File: src/rtl/sfs_pkg.sv
package sfs_pkg;
  // strobes from the sequencing control into the shift datapath
  typedef struct packed {
    logic loadData;
    logic shiftIn;
    logic shiftOut;
    logic captureAck;
    logic driveData;
    logic driveAck;
  } sfsStrobe_t;

  // control byte field positions (software-visible layout)
  localparam int CTL_EN    = 7;
  localparam int CTL_IRQEN = 6;
  localparam int CTL_MST   = 5;
  localparam int CTL_TX    = 4;
  localparam int CTL_ACKEN = 3;
  localparam int CTL_BUSY  = 2;
  localparam int CTL_FLAG  = 1;
endpackage

File: src/rtl/sfs_ctrl.sv
module sfs_ctrl
  import sfs_pkg::*;
#(
  parameter int DATA_W = 8,
  parameter int CNT_W  = $clog2(DATA_W),
  parameter int SLOT_W = $clog2(DATA_W + 2)
) (
  input  logic             clk,
  input  logic             rstN,
  input  logic             sclRise,
  input  logic             sclFall,
  input  logic             sclLevel,
  input  logic             sdaIn,
  input  logic             fmtSync,
  input  logic             ctrlWrEn,
  input  logic [7:0]       ctrlWrData,
  input  logic             cntWrEn,
  input  logic [CNT_W-1:0] cntWrData,
  input  logic             dataWrEn,
  output logic [7:0]       ctrlRd,
  output logic [CNT_W-1:0] cntRd,
  output logic             irq,
  output sfsStrobe_t       strb
);
  localparam logic [SLOT_W-1:0] FULL_LEN = SLOT_W'(DATA_W);
  localparam logic [SLOT_W-1:0] ONE      = SLOT_W'(1);

  logic             enable, irqEnable, master, transmit, ackEnable;
  logic             busy, irqFlag, sdaPrev, sampled;
  logic [CNT_W-1:0] cntField;
  logic [SLOT_W-1:0] slot, dataBits, frameLen;
  logic             idle, startDet, stopDet, active, riseEv, fallEv, frameEnd;
  logic             inData, inAck, cntAccept;
  logic             unusedWr;

  assign unusedWr = ctrlWrData[CTL_BUSY] ^ ctrlWrData[0];

  // frame geometry derived from the count field and the format
  assign dataBits = (cntField == '0) ? FULL_LEN
                                     : {{(SLOT_W-CNT_W){1'b0}}, cntField};
  assign frameLen = dataBits + {{(SLOT_W-1){1'b0}}, ~fmtSync};
  assign inData   = slot < dataBits;
  assign inAck    = ~fmtSync && (slot == dataBits);
  assign idle     = (slot == '0) && ~sampled;

  // bus condition detection: SDA edge while SCL is high
  assign startDet = enable && sclLevel && sdaPrev && ~sdaIn;
  assign stopDet  = enable && sclLevel && ~sdaPrev && sdaIn;
  assign active   = enable && ~startDet && ~stopDet;
  assign riseEv   = active && sclRise;
  assign fallEv   = active && sclFall && sampled;
  assign frameEnd = fallEv && (slot == frameLen - ONE);

  assign cntAccept = cntWrEn && idle && ((cntWrData == '0) || ~sclLevel);

  always_comb begin
    strb            = '0;
    strb.loadData   = dataWrEn && idle;
    strb.shiftIn    = riseEv && inData && ~transmit;
    strb.captureAck = riseEv && inAck && transmit;
    strb.shiftOut   = fallEv && inData && transmit;
    strb.driveData  = enable && transmit && inData;
    strb.driveAck   = enable && ~transmit && inAck && ~ackEnable;
  end

  always_ff @(posedge clk or negedge rstN) begin
    if (!rstN) begin
      sdaPrev <= 1'b1;
    end else begin
      sdaPrev <= sdaIn;
    end
  end

  // slot position within the frame
  always_ff @(posedge clk or negedge rstN) begin
    if (!rstN) begin
      slot    <= '0;
      sampled <= 1'b0;
    end else if (startDet || stopDet || frameEnd) begin
      slot    <= '0;
      sampled <= 1'b0;
    end else if (fallEv) begin
      slot    <= slot + ONE;
      sampled <= 1'b0;
    end else if (riseEv) begin
      sampled <= 1'b1;
    end
  end

  always_ff @(posedge clk or negedge rstN) begin
    if (!rstN) begin
      cntField <= '0;
    end else if (startDet || frameEnd) begin
      cntField <= '0;
    end else if (cntAccept) begin
      cntField <= cntWrData;
    end
  end

  always_ff @(posedge clk or negedge rstN) begin
    if (!rstN) begin
      busy <= 1'b0;
    end else if (startDet) begin
      busy <= 1'b1;
    end else if (stopDet) begin
      busy <= 1'b0;
    end
  end

  always_ff @(posedge clk or negedge rstN) begin
    if (!rstN) begin
      irqFlag <= 1'b0;
    end else if (frameEnd) begin
      irqFlag <= 1'b1;
    end else if (ctrlWrEn && !ctrlWrData[CTL_FLAG]) begin
      irqFlag <= 1'b0;
    end
  end

  always_ff @(posedge clk or negedge rstN) begin
    if (!rstN) begin
      enable    <= 1'b0;
      irqEnable <= 1'b0;
      master    <= 1'b0;
      transmit  <= 1'b0;
      ackEnable <= 1'b0;
    end else if (ctrlWrEn) begin
      enable    <= ctrlWrData[CTL_EN];
      irqEnable <= ctrlWrData[CTL_IRQEN];
      master    <= ctrlWrData[CTL_MST];
      transmit  <= ctrlWrData[CTL_TX];
      ackEnable <= ctrlWrData[CTL_ACKEN];
    end
  end

  assign ctrlRd = {enable, irqEnable, master, transmit, ackEnable, busy, irqFlag, 1'b1};
  assign cntRd  = cntField;
  assign irq    = irqFlag && irqEnable;
endmodule

File: src/rtl/sfs_datapath.sv
module sfs_datapath
  import sfs_pkg::*;
#(
  parameter int DATA_W = 8
) (
  input  logic              clk,
  input  logic              rstN,
  input  logic              sdaIn,
  input  logic [DATA_W-1:0] dataWrData,
  input  sfsStrobe_t        strb,
  output logic [DATA_W-1:0] dataRd,
  output logic              ackSeen,
  output logic              sdaOut
);
  logic [DATA_W-1:0] shReg;
  logic              ackBit;

  always_ff @(posedge clk or negedge rstN) begin
    if (!rstN) begin
      shReg <= '0;
    end else if (strb.loadData) begin
      shReg <= dataWrData;
    end else if (strb.shiftIn) begin
      shReg <= {shReg[DATA_W-2:0], sdaIn};
    end else if (strb.shiftOut) begin
      shReg <= {shReg[DATA_W-2:0], 1'b0};
    end
  end

  always_ff @(posedge clk or negedge rstN) begin
    if (!rstN) begin
      ackBit <= 1'b1;
    end else if (strb.captureAck) begin
      ackBit <= sdaIn;
    end
  end

  always_comb begin
    if (strb.driveData) begin
      sdaOut = shReg[DATA_W-1];
    end else if (strb.driveAck) begin
      sdaOut = 1'b0;
    end else begin
      sdaOut = 1'b1;
    end
  end

  assign dataRd  = shReg;
  assign ackSeen = ackBit;
endmodule

File: src/rtl/serial_frame_shifter.sv
module serial_frame_shifter
  import sfs_pkg::*;
#(
  parameter int DATA_W = 8,
  parameter int CNT_W  = $clog2(DATA_W)
) (
  input  logic              clk,
  input  logic              rstN,
  input  logic              sclRise,
  input  logic              sclFall,
  input  logic              sclLevel,
  input  logic              sdaIn,
  input  logic              fmtSync,
  input  logic              ctrlWrEn,
  input  logic [7:0]        ctrlWrData,
  input  logic              cntWrEn,
  input  logic [CNT_W-1:0]  cntWrData,
  input  logic              dataWrEn,
  input  logic [DATA_W-1:0] dataWrData,
  output logic              sdaOut,
  output logic [7:0]        ctrlRd,
  output logic [CNT_W-1:0]  cntRd,
  output logic [DATA_W-1:0] dataRd,
  output logic              ackSeen,
  output logic              irq
);
  sfsStrobe_t strb;

  sfs_ctrl #(.DATA_W(DATA_W), .CNT_W(CNT_W)) ctrl_i (
    .clk(clk), .rstN(rstN), .sclRise(sclRise), .sclFall(sclFall),
    .sclLevel(sclLevel), .sdaIn(sdaIn), .fmtSync(fmtSync),
    .ctrlWrEn(ctrlWrEn), .ctrlWrData(ctrlWrData),
    .cntWrEn(cntWrEn), .cntWrData(cntWrData), .dataWrEn(dataWrEn),
    .ctrlRd(ctrlRd), .cntRd(cntRd), .irq(irq), .strb(strb)
  );

  sfs_datapath #(.DATA_W(DATA_W)) dp_i (
    .clk(clk), .rstN(rstN), .sdaIn(sdaIn), .dataWrData(dataWrData),
    .strb(strb), .dataRd(dataRd), .ackSeen(ackSeen), .sdaOut(sdaOut)
  );
endmodule

File: config.mk
export PLATFORM = sky130hd
export DESIGN_NAME = serial_frame_shifter
export DESIGN_NICKNAME = d
export VERILOG_FILES = /design/src/rtl/sfs_pkg.sv /design/src/rtl/sfs_ctrl.sv /design/src/rtl/sfs_datapath.sv /design/src/rtl/serial_frame_shifter.sv
export SDC_FILE = /design/constraint.sdc
export NUM_CORES = 1
export LEC_CHECK = 0
export ABC_AREA = 1
export ABC_CLOCK_PERIOD_IN_PS = 4500
export CAP_MARGIN = 40
export CORE_ASPECT_RATIO = 0.5
export CORE_MARGIN = 2
export CORE_UTILIZATION = 50
export DETAILED_ROUTE_END_ITERATION = 10
export GPL_ROUTABILITY_DRIVEN = 0
export GPL_TIMING_DRIVEN = 0
export HOLD_SLACK_MARGIN = 0.08
export PLACE_DENSITY = 0.83
export SLEW_MARGIN = 20
export SYNTH_ARGS = -nofsm -noshare
export SYNTH_HDL_FRONTEND = slang
export SYNTH_HIERARCHICAL = 1
export SYNTH_SLANG_ARGS = --single-unit
File: constraint.sdc
create_clock -name clk -period 4.5 [get_ports clk]
set_clock_uncertainty 0.1 [all_clocks]
set_input_delay 0.9 -clock clk [delete_from_list [all_inputs] [get_ports clk]]
set_output_delay 0.9 -clock clk [all_outputs]
set_load 0.03 [all_outputs]
==> run_results.csv, run 1 <==
group,metric,value,unit
final_layout,layout.nets,324,
synthesis,synth_top_area_cell,"dfrtp_1",
placed_design,hpwlAfterDp,2890,µm
setup_path,path_class,"reg2out",
setup_path,cpPeakStageDelay,0.70,ns
setup_path,crit_buf_inv,2,
sta,tightestPinTransition,0.718,ns
synthesis,synth.area.top_cells,"dfrtp_1 35%, nand2_1 23%, inv_1 6.7%, ha_1 6.1%, nand3_1 5.2%",
synthesis,yosys-mux-area-fraction,0,%
synthesis,avgSynthCellArea,6.96,µm²
final_layout,most-common-layout-cells,"100 x nand2_1, 46 x clkdlybuf4s50_1, 29 x inv_1",
final_layout,final_util,71.7,%
synthesis,synth_compound_area_share,2.91,%
pwr,power_leakage,1.18,nW
global_routing,grt_max_degree,26,
final_layout,drive_above_1_share,9.09,%
route,viasPerCell,4.83,
sta,max_freq,264,MHz
synthesis,yosys.area_share.simple,40.2,%
final_layout,antennaDiodeCount,0,
job,cap_viol_max_count,0,
setup_path,worstPathCellList,"nor2_1, nand2_1, ha_1, nand2_1, inv_1, o21ai_0, nand2_1, nor3_1, nand2_1, o21ai_0, clkdlybuf4s50_1",
sta,report.final.slew_viol_count,0,
clock_tree,clkTransAtPathRegs,0.08,ns
clock_tree,post_cts_buffers,0,
clock_tree,root_buffer,"clkbuf_8",
synthesis,ys_ff_latch,25,
setup_path,path_delay_family,"simple AND/OR/NAND/NOR gates",
synthesis,netlist.area_leader.share,35.2,%
synthesis,seq_area_frac_synth,38.4,%
clock_tree,clock_sinks,25,
sta,finalSetupViolCount,0,
pwr,ir_worst_vdd,0.340,mV
setup_path,cp-start-kind,"register",
setup_path,cpMostUsedCell,"nand2_1",
global_routing,antenna_found_initial,0,
setup_path,path_max_fanout,5,
floorplanning,fp.dieW,84.9,µm
route,dr_total_vias,1574,
clock_tree,htreeDepth,1,
route,firstDrtPassIters,4,
sta,rsz0062_at_grt,"false",
global_routing,gr-total-overflow,0,
synthesis,synth_nets,272,
setup_path,critPathSlowestCell,"clkdlybuf4s50_1",
sta,period_share,84.1,%
floorplanning,row_count,14,
clock_tree,cts_max_path_buffers,2,
synthesis,synth_top_family_by_area,"simple AND/OR/NAND/NOR gates",
clock_tree,cts_hold_buf,0,
route,drtIter0Drc,47,
global_routing,grt_pass1_wl,6330,µm
synthesis,synth_xor_area_share,0,%
floorplanning,fp.dieH,44.5,µm
final_layout,area_delta_synth_final,34.3,%
synthesis,syn_area,1640,µm²
route,drtAntennaViolNets,0,
pwr,pwr_density_cell,522,nW/µm²
final_layout,final_common_cell,"nand2_1",
sta,fin_setup_tns,0,ns
hold_path,hold_path.class,"reg2reg",
route,post_drt_wl_per_cell,11.3,µm
setup_path,crit_arrival,2.78,ns
global_routing,track_usage,21.0,%
floorplanning,die-area,3770,µm²
sta,min_period,3.78,ns
route,drc,0,
floorplanning,coreArea,3070,µm²
clock_tree,cts_resized,0,
floorplanning,ioPinCount,51,
clock_tree,cts_buffers,3,
synthesis,synth_fa_ha_area_share,6.12,%
setup_path,critPathRequiredTime,3.50,ns
placed_design,portBuffers,47,
synthesis,ys_warn_count,6,
sta,max_slew_margin,51.8,%
floorplanning,initial_utilization,53.4,%
global_routing,grt_pass1_vias,1546,
synthesis,synth_cells,235,
route,routed_wl,3690,µm
clock_tree,clk_latency,0.27,ns
sta,hold_violations,0,
status,status,"complete, no violations",
synthesis,synth_cell_types,26,
clock_tree,cts_tree,"built",
setup_path,crit_path_end_kind,"primary output",
==> state kept, by name (all words and copies together), names as in the netlist <==
register,cells
ctrl_i/cntRd,3
ctrl_i/sampled,1
ctrl_i/busy,1
ctrl_i/slot,4
ctrl_i/master,1
dp_i/ackSeen,1
ctrl_i/sdaPrev,1
ctrl_i/transmit,1
ctrl_i/enable,1
ctrl_i/irqFlag,1
ctrl_i/ackEnable,1
dp_i/dataRd,8
ctrl_i/irqEnable,1
==> worst min-delay path, cell delays in order (launching register included) <==
cell and delay, ns:
dfrtp_1 0.35, nand2_1 0.05, nand2_1 0.05
==> power breakdown <==
| part | total, mW | internal, mW | switching (mW) |
|---|---|---|---|
| clock network | 0.130 | 0.0633 | 0.0671 |
| logic | 0.659 | 0.266 | 0.393 |
| registers | 0.358 | 0.293 | 0.0647 |
| total | 1.15 | 0.623 | 0.525 |
==> path summary, 6_finish.rpt <==
kind	end	start	slack (ns)	depth (start not counted)
worst max register to register	dp_i/dataRd[6]	ctrl_i/cntRd[2]	2.00	12
worst min register to register	ctrl_i/master	ctrl_i/master	0.38	2
max in group asynchronous	dp_i/ackSeen	rstN	3.42	1
min in group asynchronous	dp_i/dataRd[3]	rstN	0.51	1
worst min-delay path	ctrl_i/master	ctrl_i/master	0.38	2
worst max-delay path	sdaOut	ctrl_i/cntRd[2]	0.72	11
==> metal layers <==
metal / vias up / share of wire (%) / track usage [%]
li1: 820 / - / -
met1: 728 / 47 / 25.2
met2: 24 / 49 / 39.8
met3: 2 / 3.2 / 4.66
met4: 0 / 0.30 / 4.76
met5: - / 0 / 0
==> area by class of cell <==
type	instances	area [µm²]
buffer	10	75.1
clock buffer	4	45.0
inverter	33	124
timing repair buffer	47	465
sequential	25	628
tap	40	50.0
multi-input combinational	167	810
fill	260	868
==> through the flow <==
| step | setup slack [ns] | hold WS [ns] | std cells | instance area, µm² | power, mW |
|---|---|---|---|---|---|
| floorplan | 1.47 | 0.343 | 235 | 1640 | 0.798 |
| global placement | 0.987 | 0.357 | 322 | 2160 | 0.998 |
| detailed placement | 0.962 | 0.367 | 322 | 2150 | 1.02 |
| CTS | 0.754 | 0.385 | 326 | 2200 | 1.16 |
| global route | 0.501 | 0.401 | 326 | 2200 | 1.25 |
| finish | 0.717 | 0.380 | 326 | 2200 | 1.15 |
==> synth_stat cells (all sizes together) <==
master and instances:
clkbuf 1, nand4 3, a21oi 2, nor4 1, nor3 4, nor3b 1
nand3 19, ha 8, o21a 1, nand2 104, or2 1, buf 9
nor2 16, dfstp 2, dfrtp 23, clkinv 1, conb 1, o21ai 6
inv 32
==> kinds of logic (layout without fill, tap and decap cells) <==
logic type | after synthesis | after routing
AO/OA/AOI/OAI | 9 | 9
adder cells (fa/ha/maj) | 8 | 8
buffers and inverters | 43 | 94
flip-flops | 25 | 25
other | 1 | 1
AND/OR/NAND/NOR | 149 | 149
Power figures use the tool's default switching activity.
==> run 2, diff against run 1 <==
ABC_CLOCK_PERIOD_IN_PS = 3700   (was 4500)
CORE_UTILIZATION = 46   (was 50)
PLACE_DENSITY = 0.77   (was 0.83)
clock period = 3.7 ns   (was 4.5 ns; I/O delays follow)
==> run_results.csv, run 2 (synthesis gave the netlist of run 1 again) <==
group,metric,value,unit
global_routing,grt_pass1_vias,1412,
sta,whs,0.354,ns
sta,min_period,3.44,ns
placed_design,preCtsSetupSlack,0.518,ns
sta,fin_ws,0.256,ns
setup_path,crit_path_end_kind,"primary output",
global_routing,track_usage,18.9,%
global_routing,grt.busiest_layer,"met2",
pwr,finalPower,1.39,mW
floorplanning,die-area,4080,µm²
setup_path,reg2reg_depth,12,
placed_design,dpl_cell_area,2170,µm²
clock_tree,htreeDepth,1,
floorplanning,row_count,15,
setup_path,r2r-end,"dp_i/dataRd[3]",
clock_tree,cts_tree,"built",
final_layout,final_util,64.7,%
pwr,pwr_density_cell,628,nW/µm²
route,drtIter0Drc,44,
route,viasPerCell,4.60,
global_routing,grt_max_degree,26,
route,drtAntennaViolNets,0,
sta,report.final.slew_viol_count,0,
route,firstDrtPassIters,4,
final_layout,area_delta_synth_final,35.1,%
route,drc,0,
floorplanning,fp.dieW,88.4,µm
global_routing,grt_pass1_wl,5980,µm
status,status,"complete, no violations",
setup_path,crit_arrival,2.60,ns
global_routing,grtUsageMet3,3.58,%
global_routing,gr-total-overflow,0,
route,post_drt_wl_per_cell,10.7,µm
sta,tightestPinTransition,0.669,ns
clock_tree,cts_resized,0,
final_layout,final_common_cell,"nand2_1",
setup_path,reg2reg_slack,1.32,ns
sta,rsz0062_at_grt,"false",
setup_path,critPathRequiredTime,2.86,ns
final_layout,drive_above_1_share,9.09,%
clock_tree,clk_latency,0.26,ns
global_routing,met2_usage,34.0,%
clock_tree,root_buffer,"clkbuf_8",
sta,max_freq,290,MHz
sta,fin_setup_tns,0,ns
final_layout,final_cells,337,
floorplanning,coreArea,3420,µm²
sta,hold_violations,0,
clock_tree,cts_max_path_buffers,2,
clock_tree,cts_hold_buf,0,
clock_tree,cts_buffers,3,
global_routing,met1_usage,24.6,%
placed_design,hpwlAfterDp,2850,µm
clock_tree,clkTransAtPathRegs,0.08,ns
sta,max_slew_margin,55.1,%
clock_tree,clock_sinks,25,
setup_path,cp-start-kind,"register",
final_layout,fill_cells,324,
final_layout,largest_reg_flops,8,
hold_path,hold_path.class,"in2async",
floorplanning,fp.dieH,46.2,µm
final_layout,design_area,2210,µm²
sta,period_share,93.1,%
placed_design,portBuffers,47,
route,routed_wl,3620,µm
job,cap_viol_max_count,0,
floorplanning,ioPinCount,51,
floorplanning,initial_utilization,47.9,%
sta,finalSetupViolCount,0,
final_layout,layout.nets,324,
clock_tree,post_cts_buffers,0,
pwr,power_leakage,1.18,nW
placed_design,placedCellCount,333,
setup_path,path_class,"reg2out",
setup_path,r2r_start,"ctrl_i/cntRd[1]",
global_routing,antenna_found_initial,0,
pwr,ir_worst_vdd,0.350,mV
setup_path,path_max_fanout,4,
final_layout,most-common-layout-cells,"100 x nand2_1, 46 x clkdlybuf4s50_1, 29 x inv_1",
final_layout,antennaDiodeCount,0,
route,dr_total_vias,1549,
-- run 2: metal layers --
metal,part of all wire (%),wire (µm)
met5,0,0
met4,0.53,19
met3,3.3,119
met2,49,1770
met1,47,1700
-- run 2: area by class of cell --
type | count | area (µm²) | share of cell area [%]
Multi-Input combinational cell | 167 | 810 | 36.6
Sequential cell | 25 | 628 | 28.4
Inverter | 33 | 124 | 5.60
Timing Repair Buffer | 47 | 465 | 21.1
Clock buffer | 4 | 45.0 | 2.04
Buffer | 10 | 75.1 | 3.40
Tap cell | 51 | 63.8 | 2.89
-- run 2: where the power goes --
part | switching (mW) | leakage [nW] | internal (mW)
Sequential | 0.0787 | 0.316 | 0.356
Combinational | 0.469 | 0.844 | 0.325
Clock | 0.0832 | 0.0228 | 0.0769
Total | 0.631 | 1.18 | 0.758
-- run 2: critical path: stages (launching register included) --
cell             delay [ns]
dfrtp_1                0.42
nor2_1                 0.19
nand2_1                0.07
ha_1                   0.29
nand2_1                0.08
inv_1                  0.05
o21ai_0                0.06
nand2_1                0.13
nor3_1                 0.20
nand2_1                0.07
o21ai_0                0.08
clkdlybuf4s50_1        0.69
-- run 2: worst max-delay path by stage --
stage,from,end,cells past startpoint
2_1_floorplan,ctrl_i/cntRd[2],sdaOut,9
3_3_place_gp,fmtSync,sdaOut,6
3_5_place_dp,fmtSync,sdaOut,6
4_1_cts,ctrl_i/cntRd[1],sdaOut,11
5_1_grt,ctrl_i/cntRd[2],sdaOut,11
6_report,ctrl_i/cntRd[1],sdaOut,11
==> run 3, diff against run 2 <==
CTS_CLUSTER_DIAMETER = 60   (was unset)
MAX_ROUTING_LAYER = met4   (was unset)
==> run_results.csv, run 3 (synthesis gave the netlist of run 1 again) <==
group,metric,value,unit
final_layout,most-common-layout-cells,"100 x nand2_1, 46 x clkdlybuf4s50_1, 29 x inv_1",
job,cap_viol_max_count,0,
pwr,power_leakage,1.18,nW
clock_tree,cts_max_path_buffers,2,
global_routing,antenna_found_initial,0,
setup_path,worstPathCellList,"nor2_1, nand2_1, ha_1, nand2_1, inv_1, o21ai_0, nand2_1, nor3_1, nand2_1, o21ai_0, clkdlybuf4s50_1",
sta,hold_violations,0,
final_layout,antennaDiodeCount,0,
global_routing,track_usage,19.5,%
pwr,p_seq_share,31.3,%
clock_tree,htreeDepth,1,
final_layout,fill_cells,324,
setup_path,crit_path_end_kind,"primary output",
sta,fin_ws,0.266,ns
final_layout,drive_above_1_share,9.09,%
floorplanning,fp.dieH,46.2,µm
route,drtAntennaViolNets,0,
route,viasPerCell,4.59,
setup_path,cpPeakStageDelay,0.70,ns
pwr,clockPowerShare,11.6,%
global_routing,gr-total-overflow,0,
pwr,swShare,45.4,%
route,dr_total_vias,1547,
clock_tree,clkTransAtPathRegs,0.08,ns
final_layout,layout.nets,324,
floorplanning,row_count,15,
clock_tree,clk_latency,0.26,ns
setup_path,path_max_fanout,4,
clock_tree,cts_hold_buf,0,
setup_path,crit_arrival,2.59,ns
global_routing,grt_max_degree,26,
setup_path,cpMostUsedCell,"nand2_1",
pwr,p_switching,630,µW
global_routing,grt_pass1_vias,1410,
final_layout,area_delta_synth_final,35.1,%
sta,report.final.slew_viol_count,0,
sta,period_share,92.8,%
final_layout,final_common_cell,"nand2_1",
sta,fin_setup_tns,0,ns
sta,min_period,3.43,ns
floorplanning,coreArea,3420,µm²
global_routing,grt_pass1_wl,5980,µm
floorplanning,ioPinCount,51,
floorplanning,initial_utilization,47.9,%
clock_tree,clock_sinks,25,
pwr,ir_worst_vdd,0.349,mV
setup_path,critPathSlowestCell,"clkdlybuf4s50_1",
placed_design,preCtsSetupSlack,0.518,ns
route,post_drt_wl_per_cell,10.8,µm
status,status,"complete, no violations",
route,drtIter0Drc,42,
sta,rsz0062_at_grt,"false",
clock_tree,cts_tree,"built",
floorplanning,fp.dieW,88.4,µm
pwr,pwr_density_cell,628,nW/µm²
sta,max_freq,291,MHz
final_layout,final_cells,337,
sta,tightestPinTransition,0.669,ns
setup_path,path_class,"reg2out",
sta,finalSetupViolCount,0,
clock_tree,post_cts_buffers,0,
clock_tree,cts_resized,0,
route,firstDrtPassIters,4,
sta,max_slew_margin,55.0,%
clock_tree,root_buffer,"clkbuf_8",
placed_design,portBuffers,47,
pwr,combPwrFrac,57.1,%
floorplanning,die-area,4080,µm²
route,routed_wl,3620,µm
final_layout,largest_reg_flops,8,
clock_tree,cts_buffers,3,
setup_path,critPathRequiredTime,2.86,ns
pwr,p_int,758,µW
placed_design,hpwlAfterDp,2850,µm
hold_path,hold_path.class,"in2async",
route,drc,0,
placed_design,placedCellCount,333,
setup_path,cp-start-kind,"register",
[run 3: path summary, 6_finish.rpt]
path                                       from             end  slack, ns  cells after the start
worst min register to register     dp_i/ackSeen    dp_i/ackSeen       0.37                      2
worst max register to register  ctrl_i/cntRd[1]  dp_i/dataRd[3]       1.33                     12
worst min-delay path                       rstN  dp_i/dataRd[3]       0.35                      1
worst max-delay path            ctrl_i/cntRd[1]          sdaOut       0.27                     11
min in group clk                   dp_i/ackSeen    dp_i/ackSeen       0.37                      2
max in group asynchronous                  rstN  ctrl_i/sdaPrev       2.77                      1
[run 3: area by class of cell]
class / count / area [µm²] / share of cell area, %
flip-flops and latches: 25 / 628 / 28.4
inverters: 33 / 124 / 5.60
well taps: 51 / 63.8 / 2.89
clock buffers: 4 / 45.0 / 2.04
repair buffers: 47 / 465 / 21.1
plain buffers: 10 / 75.1 / 3.40
multi-input cells: 167 / 810 / 36.6
[run 3: worst max-delay path: cells and delay by family, from the launching register on]
family / cells / cell delay (ns)
AO/OA/AOI/OAI: 2 / 0.14
adder cells (fa/ha/maj): 1 / 0.29
buffers and inverters: 2 / 0.74
flip-flops: 1 / 0.42
AND/OR/NAND/NOR: 6 / 0.73
[run 3: power groups by stage]
stage	combinational (mW)	sequential, mW	clock (mW)
floorplan	0.447	0.523	0
global placement	0.776	0.437	0
detailed placement	0.795	0.439	0
CTS	0.800	0.435	0.164
global route	0.887	0.448	0.180
finish	0.793	0.435	0.160
[run 3: routing by layer]
metal  GRT usage (%)  wire length, µm  part of all wire, %
met5               -                0                    0
met2            34.0             1770                   49
met3            3.41              140                  3.9
met1            24.7             1690                   47
met4            3.33               19                 0.52
[run 3: stage by stage]
stage | instance area [µm²] | power, mW | util, % | hold slack, ns
2_1_floorplan | 1640 | 0.971 | - | 0.343
3_3_place_gp | 2170 | 1.21 | 63.6 | 0.357
3_5_place_dp | 2170 | 1.23 | 63.4 | 0.366
4_1_cts | 2210 | 1.40 | 64.7 | 0.372
5_1_grt | 2210 | 1.51 | 64.7 | 0.394
6_report | 2210 | 1.39 | 64.7 | 0.354
